### src/rtl/onewire_master.sv
module onewire_master #(
  parameter int DIV_W       = 5,
  parameter int CNT_W       = 10,
  parameter int RST_LO_T    = 480,
  parameter int PD_T        = 70,
  parameter int RST_HI_T    = 480,
  parameter int SLOT_T      = 70,
  parameter int ONE_T       = 6,
  parameter int ZERO_T      = 60,
  parameter int SMP_T       = 15,
  parameter int OD_RST_LO_T = 70,
  parameter int OD_PD_T     = 8,
  parameter int OD_RST_HI_T = 70,
  parameter int OD_SLOT_T   = 10,
  parameter int OD_ONE_T    = 1,
  parameter int OD_ZERO_T   = 8,
  parameter int OD_SMP_T    = 2
) (
  input  logic       clk,
  input  logic       rst_n,
  input  logic       wr_en,
  input  logic       rd_en,
  input  logic [2:0] addr,
  input  logic [7:0] wdata,
  output logic [7:0] rdata,
  output logic       dq_oe,
  input  logic       dq_in,
  output logic       irq
);

  typedef enum logic [1:0] {S_IDLE, S_RLO, S_RHI, S_SLOT} state_t;

  state_t           state;
  logic [CNT_W-1:0] cnt;
  logic [2:0]       bitn;
  logic [7:0]       txbuf, txsh, rxsh, rxbuf;
  logic             pd, pdr, tbe, tsre, rbf, rsrf;
  logic             rst_req, srch, force_lo, od;
  logic [6:0]       en;
  logic [DIV_W-1:0] div, dcnt;
  logic [1:0]       sync;
  logic             line, tick, drive, active;

  wire wr_cmd = wr_en && addr == 3'd0;
  wire wr_dat = wr_en && addr == 3'd1;
  wire wr_en_r = wr_en && addr == 3'd3;
  wire wr_div = wr_en && addr == 3'd4;
  wire rd_dat = rd_en && addr == 3'd1;
  wire rd_st  = rd_en && addr == 3'd2;
  wire srst   = wr_cmd && wdata[5];

  wire [CNT_W-1:0] t_rlo  = od ? CNT_W'(OD_RST_LO_T) : CNT_W'(RST_LO_T);
  wire [CNT_W-1:0] t_pd   = od ? CNT_W'(OD_PD_T)     : CNT_W'(PD_T);
  wire [CNT_W-1:0] t_rhi  = od ? CNT_W'(OD_RST_HI_T) : CNT_W'(RST_HI_T);
  wire [CNT_W-1:0] t_slot = od ? CNT_W'(OD_SLOT_T)   : CNT_W'(SLOT_T);
  wire [CNT_W-1:0] t_one  = od ? CNT_W'(OD_ONE_T)    : CNT_W'(ONE_T);
  wire [CNT_W-1:0] t_zero = od ? CNT_W'(OD_ZERO_T)   : CNT_W'(ZERO_T);
  wire [CNT_W-1:0] t_smp  = od ? CNT_W'(OD_SMP_T)    : CNT_W'(SMP_T);
  wire [CNT_W-1:0] t_low  = txsh[0] ? t_one : t_zero;

  assign line  = sync[1];
  assign tick  = dcnt == div;
  assign drive = (state == S_RLO) || (state == S_SLOT && cnt < t_low);
  assign dq_oe = drive || (force_lo && en[6]);
  assign active = |({rsrf, rbf, tsre, tbe, pd} & {en[5:2], en[0]});
  assign irq   = en[1] ? active : !active;

  always_comb begin
    case (addr)
      3'd0:    rdata = {od, 3'b000, line, force_lo, srch, rst_req};
      3'd1:    rdata = rxbuf;
      3'd2:    rdata = {2'b00, rsrf, rbf, tsre, tbe, pdr, pd};
      3'd3:    rdata = {1'b0, en};
      3'd4:    rdata = {{(8-DIV_W){1'b0}}, div};
      default: rdata = 8'h00;
    endcase
  end

  always_ff @(posedge clk or negedge rst_n) begin
    if (!rst_n) sync <= 2'b11;
    else        sync <= {sync[0], dq_in};
  end

  always_ff @(posedge clk or negedge rst_n) begin
    if (!rst_n) begin
      en   <= '0;
      div  <= '0;
      dcnt <= '0;
    end else begin
      if (wr_en_r) en <= wdata[6:0];
      if (wr_div) div <= wdata[DIV_W-1:0];
      if (wr_div || tick) dcnt <= '0;
      else                dcnt <= dcnt + 1'b1;
    end
  end

  always_ff @(posedge clk or negedge rst_n) begin
    if (!rst_n) begin
      state <= S_IDLE; cnt <= '0; bitn <= '0;
      txbuf <= '0; txsh <= '0; rxsh <= '0; rxbuf <= '0;
      pd <= 1'b0; pdr <= 1'b0; tbe <= 1'b1; tsre <= 1'b1; rbf <= 1'b0; rsrf <= 1'b0;
      rst_req <= 1'b0; srch <= 1'b0; force_lo <= 1'b0; od <= 1'b0;
    end else if (srst) begin
      state <= S_IDLE; cnt <= '0; bitn <= '0;
      txbuf <= '0; txsh <= '0; rxsh <= '0; rxbuf <= '0;
      pd <= 1'b0; pdr <= 1'b0; tbe <= 1'b1; tsre <= 1'b1; rbf <= 1'b0; rsrf <= 1'b0;
      rst_req <= 1'b0; srch <= 1'b0; force_lo <= 1'b0; od <= 1'b0;
    end else begin
      if (rd_st) pd <= 1'b0;
      if (rd_dat) rbf <= 1'b0;
      case (state)
        S_IDLE: begin
          if (rst_req) begin
            state <= S_RLO;
            cnt   <= '0;
          end else if (!tbe && !rsrf) begin
            txsh  <= txbuf;
            tbe   <= 1'b1;
            tsre  <= 1'b0;
            bitn  <= '0;
            cnt   <= '0;
            state <= S_SLOT;
          end
        end
        S_RLO: if (tick) begin
          if (cnt == t_rlo - 1'b1) begin
            state <= S_RHI;
            cnt   <= '0;
          end else cnt <= cnt + 1'b1;
        end
        S_RHI: if (tick) begin
          if (cnt == t_pd) begin
            pd  <= 1'b1;
            pdr <= line;
          end
          if (cnt == t_rhi - 1'b1) begin
            state   <= S_IDLE;
            rst_req <= 1'b0;
            cnt     <= '0;
          end else cnt <= cnt + 1'b1;
        end
        S_SLOT: if (tick) begin
          if (cnt == t_smp) rxsh <= {line, rxsh[7:1]};
          if (cnt == t_slot - 1'b1) begin
            cnt  <= '0;
            txsh <= {1'b0, txsh[7:1]};
            bitn <= bitn + 1'b1;
            if (bitn == 3'd7) begin
              state <= S_IDLE;
              tsre  <= 1'b1;
              if (rbf && !rd_dat) rsrf <= 1'b1;
              else begin
                rxbuf <= rxsh;
                rbf   <= 1'b1;
              end
            end
          end else cnt <= cnt + 1'b1;
        end
        default: state <= S_IDLE;
      endcase
      if (rsrf && rd_dat) begin
        rxbuf <= rxsh;
        rbf   <= 1'b1;
        rsrf  <= 1'b0;
      end
      if (wr_cmd) begin
        if (wdata[0]) rst_req <= 1'b1;
        srch     <= wdata[1];
        force_lo <= wdata[2];
        od       <= wdata[7];
      end
      if (wr_dat) begin
        txbuf <= wdata;
        tbe   <= 1'b0;
      end
    end
  end

  assert_reset_busy_R2: assert property (@(posedge clk) disable iff (!rst_n)
    (state == S_RLO || state == S_RHI) |-> rst_req);

  assert_rsrf_needs_rbf_R6: assert property (@(posedge clk) disable iff (!rst_n)
    rsrf |-> rbf);

  assert_rx_stall_R6: assert property (@(posedge clk) disable iff (!rst_n)
    rsrf |-> state != S_SLOT);

  assert_tsre_low_R6: assert property (@(posedge clk) disable iff (!rst_n)
    state == S_SLOT |-> !tsre);

  assert_idle_quiet_R8: assert property (@(posedge clk) disable iff (!rst_n)
    (state == S_IDLE && !(force_lo && en[6])) |-> !dq_oe);

  assert_pd_irq_R7: assert property (@(posedge clk) disable iff (!rst_n)
    (pd && en[0]) |-> irq == en[1]);

  assert_tick_spacing_R11: assert property (@(posedge clk) disable iff (!rst_n)
    (tick && div != '0 && !wr_div) |=> !tick);

endmodule

### config.mk
export PLATFORM = sky130hd
export DESIGN_NAME = onewire_master
export DESIGN_NICKNAME = d
export VERILOG_FILES = /design/src/rtl/onewire_master.sv
export SDC_FILE = /design/constraint.sdc
export NUM_CORES = 1
export LEC_CHECK = 0
export BUFFER_PORTS_ARGS = -buffer_cell sky130_fd_sc_hd__buf_2
export CORE_MARGIN = 4
export CORE_UTILIZATION = 61
export CTS_BUF_LIST = sky130_fd_sc_hd__clkbuf_16
export DETAILED_ROUTE_END_ITERATION = 7
export GPL_ROUTABILITY_DRIVEN = 0
export HOLD_SLACK_MARGIN = 0.03
export PLACE_DENSITY = 0.82
export REMOVE_ABC_BUFFERS = 1
export SETUP_SLACK_MARGIN = 0.02
export SLEW_MARGIN = 20
export SYNTH_ARGS = -nofsm -noshare
export SYNTH_HDL_FRONTEND = slang
export SYNTH_SLANG_ARGS = --single-unit
export TNS_END_PERCENT = 50
### constraint.sdc
create_clock -name clk -period 4.14 [get_ports clk]
set_clock_uncertainty 0.05 [all_clocks]
set_input_delay 0.207 -clock clk [delete_from_list [all_inputs] [get_ports clk]]
set_output_delay 0.207 -clock clk [all_outputs]
set_load 0.05 [all_outputs]
---- Word-level counts from Yosys, hierarchy flattened ----
Cells that the tools add are included.
Widths: inputs -> output; s select.
operators by class
  reductions and logical operators ........ 47
  equality and inequality tests ........... 26
  add/sub/neg operators ................... 5
  multiplexer cells ....................... 102
  bitwise logic cells ..................... 1
  $lt $le $gt $ge ......................... 1
operators with widths
  operator               number
  $mux 8                 18
  $mux 10                7
  $mux 1                 48
  $pmux 8 s5             1
  $pmux 10 s3            1
  $reduce_bool 3->1      8
  $eq 10x10->1           2
  $mux 2                 10
  $mux 3                 6
  $ne 3x3->1 const B     6
  $pmux 8 s2             1
  $reduce_and 5->1       3
  $mux 7                 2
  $reduce_bool 2->1      7
  $logic_and 1x1->1      12
  $mux 6                 2
  $ne 3x2->1 const B     4
  $reduce_and 3->1       4
  $add 10x1->10 const B  1
  $eq 10x4->1            1
  $eq 10x7->1            1
  $lt 10x6->1            1
  $sub 9x1->10 const B   1
  $mux 9                 1
  other kinds (25)       34
word-level totals
  register bits after elaboration ......... 76
  bits of input ports ..................... 16
  output and inout bits ................... 10

---- Longest topological paths before layout ----
  depth after elaboration ................. 11
  mapped depth ............................ 9
  mapped depth without buffers ............ 8

---- Worst setup path before layout ----
No wires, ideal clock.
  path type ............................... input -> output
  start point ............................. in addr[0]
  end point ............................... out rdata[4]
  slack ................................... 1.750 ns
  stages on the path ...................... 6
  required time ........................... 3.883 ns
  arrival time ............................ 2.133 ns
  path through ............................ clkbuf_1 buf_1 nand2_1 o21ai_0 a22oi_1 o21ai_0
between the ends
  longest elaborated chain between the ends .. 2
  elaborated cells between the ends (all ways) .. 6
  those cells by class .................... eq/ne: 4; mux: 1; reduce/logical: 1
RTL lines
  what                                      line  RTL
  from (decl)                               23    input logic [2:0] addr,
  $eq 3x3->1, or another cell as far along  69    case (addr)
  $pmux 8 s5 *                              69
  to (decl)                                 25    output logic [7:0] rdata,
Every way passes the cells marked *; elsewhere a longest branch is shown, timed or not.

---- Final worst setup path ----
  start point ............................. reg od
  end point ............................... reg cnt[0]
between the ends
  longest elaborated chain between the ends .. 7
  elaborated cells between the ends (all ways) .. 12
  those cells by class .................... add/sub: 2; eq/ne: 2; mux: 8
RTL lines
  what                                         line           RTL
  from (decl)                                  38             logic rst_req, srch, force_lo, od;
  from (signal assigned)                       170            od <= wdata[7];
  $mux 9 or $mux 7 (tied branches)             52, 54, 55
  $sub 9x1->10 or $sub 7x1->8 (tied branches)  126, 136, 144
  $eq 10x10->1 (on tied branches)              126, 136, 144
  $mux 10 (on tied branches)                   126, 136, 144
  $mux 10 (on tied branches)                   131, 142
  $pmux 10 s3 *                                111            case (state)
  $mux 10 *                                    103            end else if (srst) begin
  to (signal assigned)                         129            end else cnt <= cnt + 1'b1;
  to (signal assigned)                         140            end else cnt <= cnt + 1'b1;
  to (signal assigned)                         157            end else cnt <= cnt + 1'b1;
  to (decl)                                    34             logic [CNT_W-1:0] cnt;
Every way passes the cells marked *; elsewhere a longest branch is shown, timed or not. The select of a mux whose other input is x is not followed.
A chain may end at the register's enable or synchronous reset.

==> reports/results.ini <==
[synth]
synthesis.area_sq_mm=0.004197
synth-async-reset-ratio_pct=100.0
synth_top_area_share_pct=42.93
netlist.top_cell.by_area=dfrtp_1
synth_seq_cells=76
synth_common_cells=dfrtp_1 (72), nand2_1 (38), mux2i_1 (32)
postSynthAreaPerCell_sq_um=9.944
synthCells=422
synth_edf_count=0
ys_types=61
yosys-top-cells-area=dfrtp_1 (43%), mux2i_1 (7.6%), ha_1 (4.2%), mux2_2 (4.0%), nand3_1 (3.7%)
yosysWarnings=0
yosysSeqAreaShare_pct=45.44
yosysMostFrequentCell=dfrtp_1
ys.flop_type=dfrtp_1

[pwr]
p_seq_share_pct=38.8
intPower_w=0.001796
powerDensity_mw_per_mm2=626.9
p_comb_share_pct=34.6
peakVddDrop_mv=0.4456
cellLeakagePower_nw=2.115
p_switching_w=0.001116
power_frac_clock_pct=26.6
swShare_pct=38.32

[clock_tree]
cts-root-buf=clkbuf_16
clkSlewWorstSetupHoldPaths_ns=0.06
ctsResizeCount=0
clk_path_buf_depth=2
clk-insertion-delay-late_ns=0.34
clock-sinks=76
cts_buffers=9
h-tree-depth=3
cts_tree=yes

[setup_path]
critPathCaptureType=flip-flop
critPathKind=reg -> reg
worst_setup_path_start_kind=flip-flop
cp.required_ns=4.36
ff2ff_setup_slack_ns=1.44
worstPathMaxFanout=12
arrival_ns=2.92

[floorplanning]
placeableCoreArea_sq_mm=0.006531
dieArea_sq_mm=0.008271
row_count=29
initial_core_util_pct=64.25
io_pins=26
die_y_um=90.95
die_w_um=90.95

[timing]
tns_ns=0
max_freq_mhz=370.9
worstMarginPinSlew_ns=0.9506
drv_slew=0
setup-violations-final=0
fin_crit_ns=2.696
relSlewSlack_pct=36.62
finalWorstSetupSlack_ns=1.444
finalCritPeriodShare_pct=65.13
rsz0062_at_grt=no
hold_viol=0

[flow_run]
drv_cap=0

[routing]
drc_errors=0
first_iter_violations=261
final_antenna_net_count=0
avgRoutedWirePerCell_um=19.06
vias=3336
vias_per_cell=6.379
firstDrtPassIters=5
drt-total-wl_mm=9.970

[global_route]
antenna_found_initial=0
grt_use_total_pct=25.03
grt_pass1_vias=3274
grt_max_degree=77
grt_overflow_total=0
grt_pass1_wl_mm=16.49

[layout]
num_antenna_cells=0
drive_gt1_share_pct=17.71
fin_nets=471
finalNonFillerCells=523
final_core_util_pct=71.13
area_delta_synth_final_pct=10.70
n_fill_cell=493

[hold_path]
hold_path.class=in -> reg

[place]
dp_slack_ns=1.514
place_inst=505
dpl.hpwl_mm=6.724
portBuffers=25

[outcome]
status=complete, no violations

-- critical path, stage by stage (launching register included) --
cell and delay, ns:
dfrtp_1 0.56, ha_1 0.36, nor4b_1 0.17, o2111a_1 0.19, nand2b_1 0.21, a211o_1 0.44, nor2_1 0.42, mux2_2 0.24
-- routing by layer --
layer,up-vias,global-route usage (%),wire [um]
met5,-,0,0
li1,1549,-,-
met2,127,39.85,4862
met3,18,4.298,496
met4,0,10.80,231
met1,1642,34.01,4380
-- power groups by stage --
stage                     sequential, W  clock (W)  combinational (W)
after floorplan                 0.00107          0           0.000767
after global placement          0.00112          0           0.000946
after detailed placement        0.00113          0           0.000989
after CTS                       0.00112   0.000782            0.00101
after global routing            0.00115   0.000816            0.00112
final                           0.00113   0.000775            0.00101
-- worst paths after layout --
| path | start | endpoint | depth (start not counted) |
|---|---|---|---|
| setup / recovery | od | cnt[0] | 7 |
| hold / removal | wdata[6] | txbuf[6] | 3 |
| setup reg to reg | od | cnt[0] | 7 |
| hold reg to reg | sync[0] | sync[1] | 0 |
| max in group asynchronous | rst_n | txsh[6] | 2 |
| min in group asynchronous | rst_n | cnt[5] | 2 |
-- through the flow --
step	total power [W]	hold WS, ns	instance area, sq um
2_1_floorplan	0.001834	-0.1386	4090
3_3_place_gp	0.002069	0.2628	4332
3_5_place_dp	0.002118	0.2633	4332
4_1_cts	0.002909	0.03999	4646
5_1_grt	0.003080	0.04818	4646
6_report	0.002912	0.04574	4646
-- registers in the layout, summed over array words and instances (netlist names), 3 cells and up --
register	count
cnt	10
rxbuf	8
rxsh	8
txbuf	8
txsh	8
en	7
dcnt	5
div	5
bitn	3
-- kinds of logic after synthesis --
family,Yosys count,synth area share (%)
XOR/XNOR,10,2.087
buffers and inverters,42,4.413
flip-flops,76,45.44
multiplexers,48,12.19
AND/OR/NAND/NOR,152,18.84
AO/OA/AOI/OAI,80,12.85
adder cells (fa/ha/maj),14,4.174
-- cell type report --
class                   instances  area, sq um  area share (%)
well taps                      77        96.34           2.074
inverters                      21        78.83           1.697
clock inverters                 7        68.82           1.481
multi-input cells             304         2107           45.35
clock buffers                   9        225.2           4.848
repair buffers                 29        162.7           3.501
flip-flops and latches         76         1907           41.04
-- timing repair --
item	in CTS	in global routing
hold buffers	2	0
hold endpoints to repair	73	0
setup buffers	0	0
-- placed cells by master (no fill, tap or decap), types with 5 or more instances in the layout --
master,n
a21oi_1,11
a22o_1,7
buf_2,24
clkbuf_16,9
dfrtp_1,72
ha_1,14
inv_1,23
mux2_2,15
mux2i_1,32
nand2_1,38
nand3_1,31
nor2_1,30
nor2_2,9
nor2b_1,8
nor3_1,6
o21ai_0,16
o21ai_1,7
o22ai_1,5
o31ai_1,9
xnor2_1,7
Note: power is estimated with default switching activity, not from simulation.
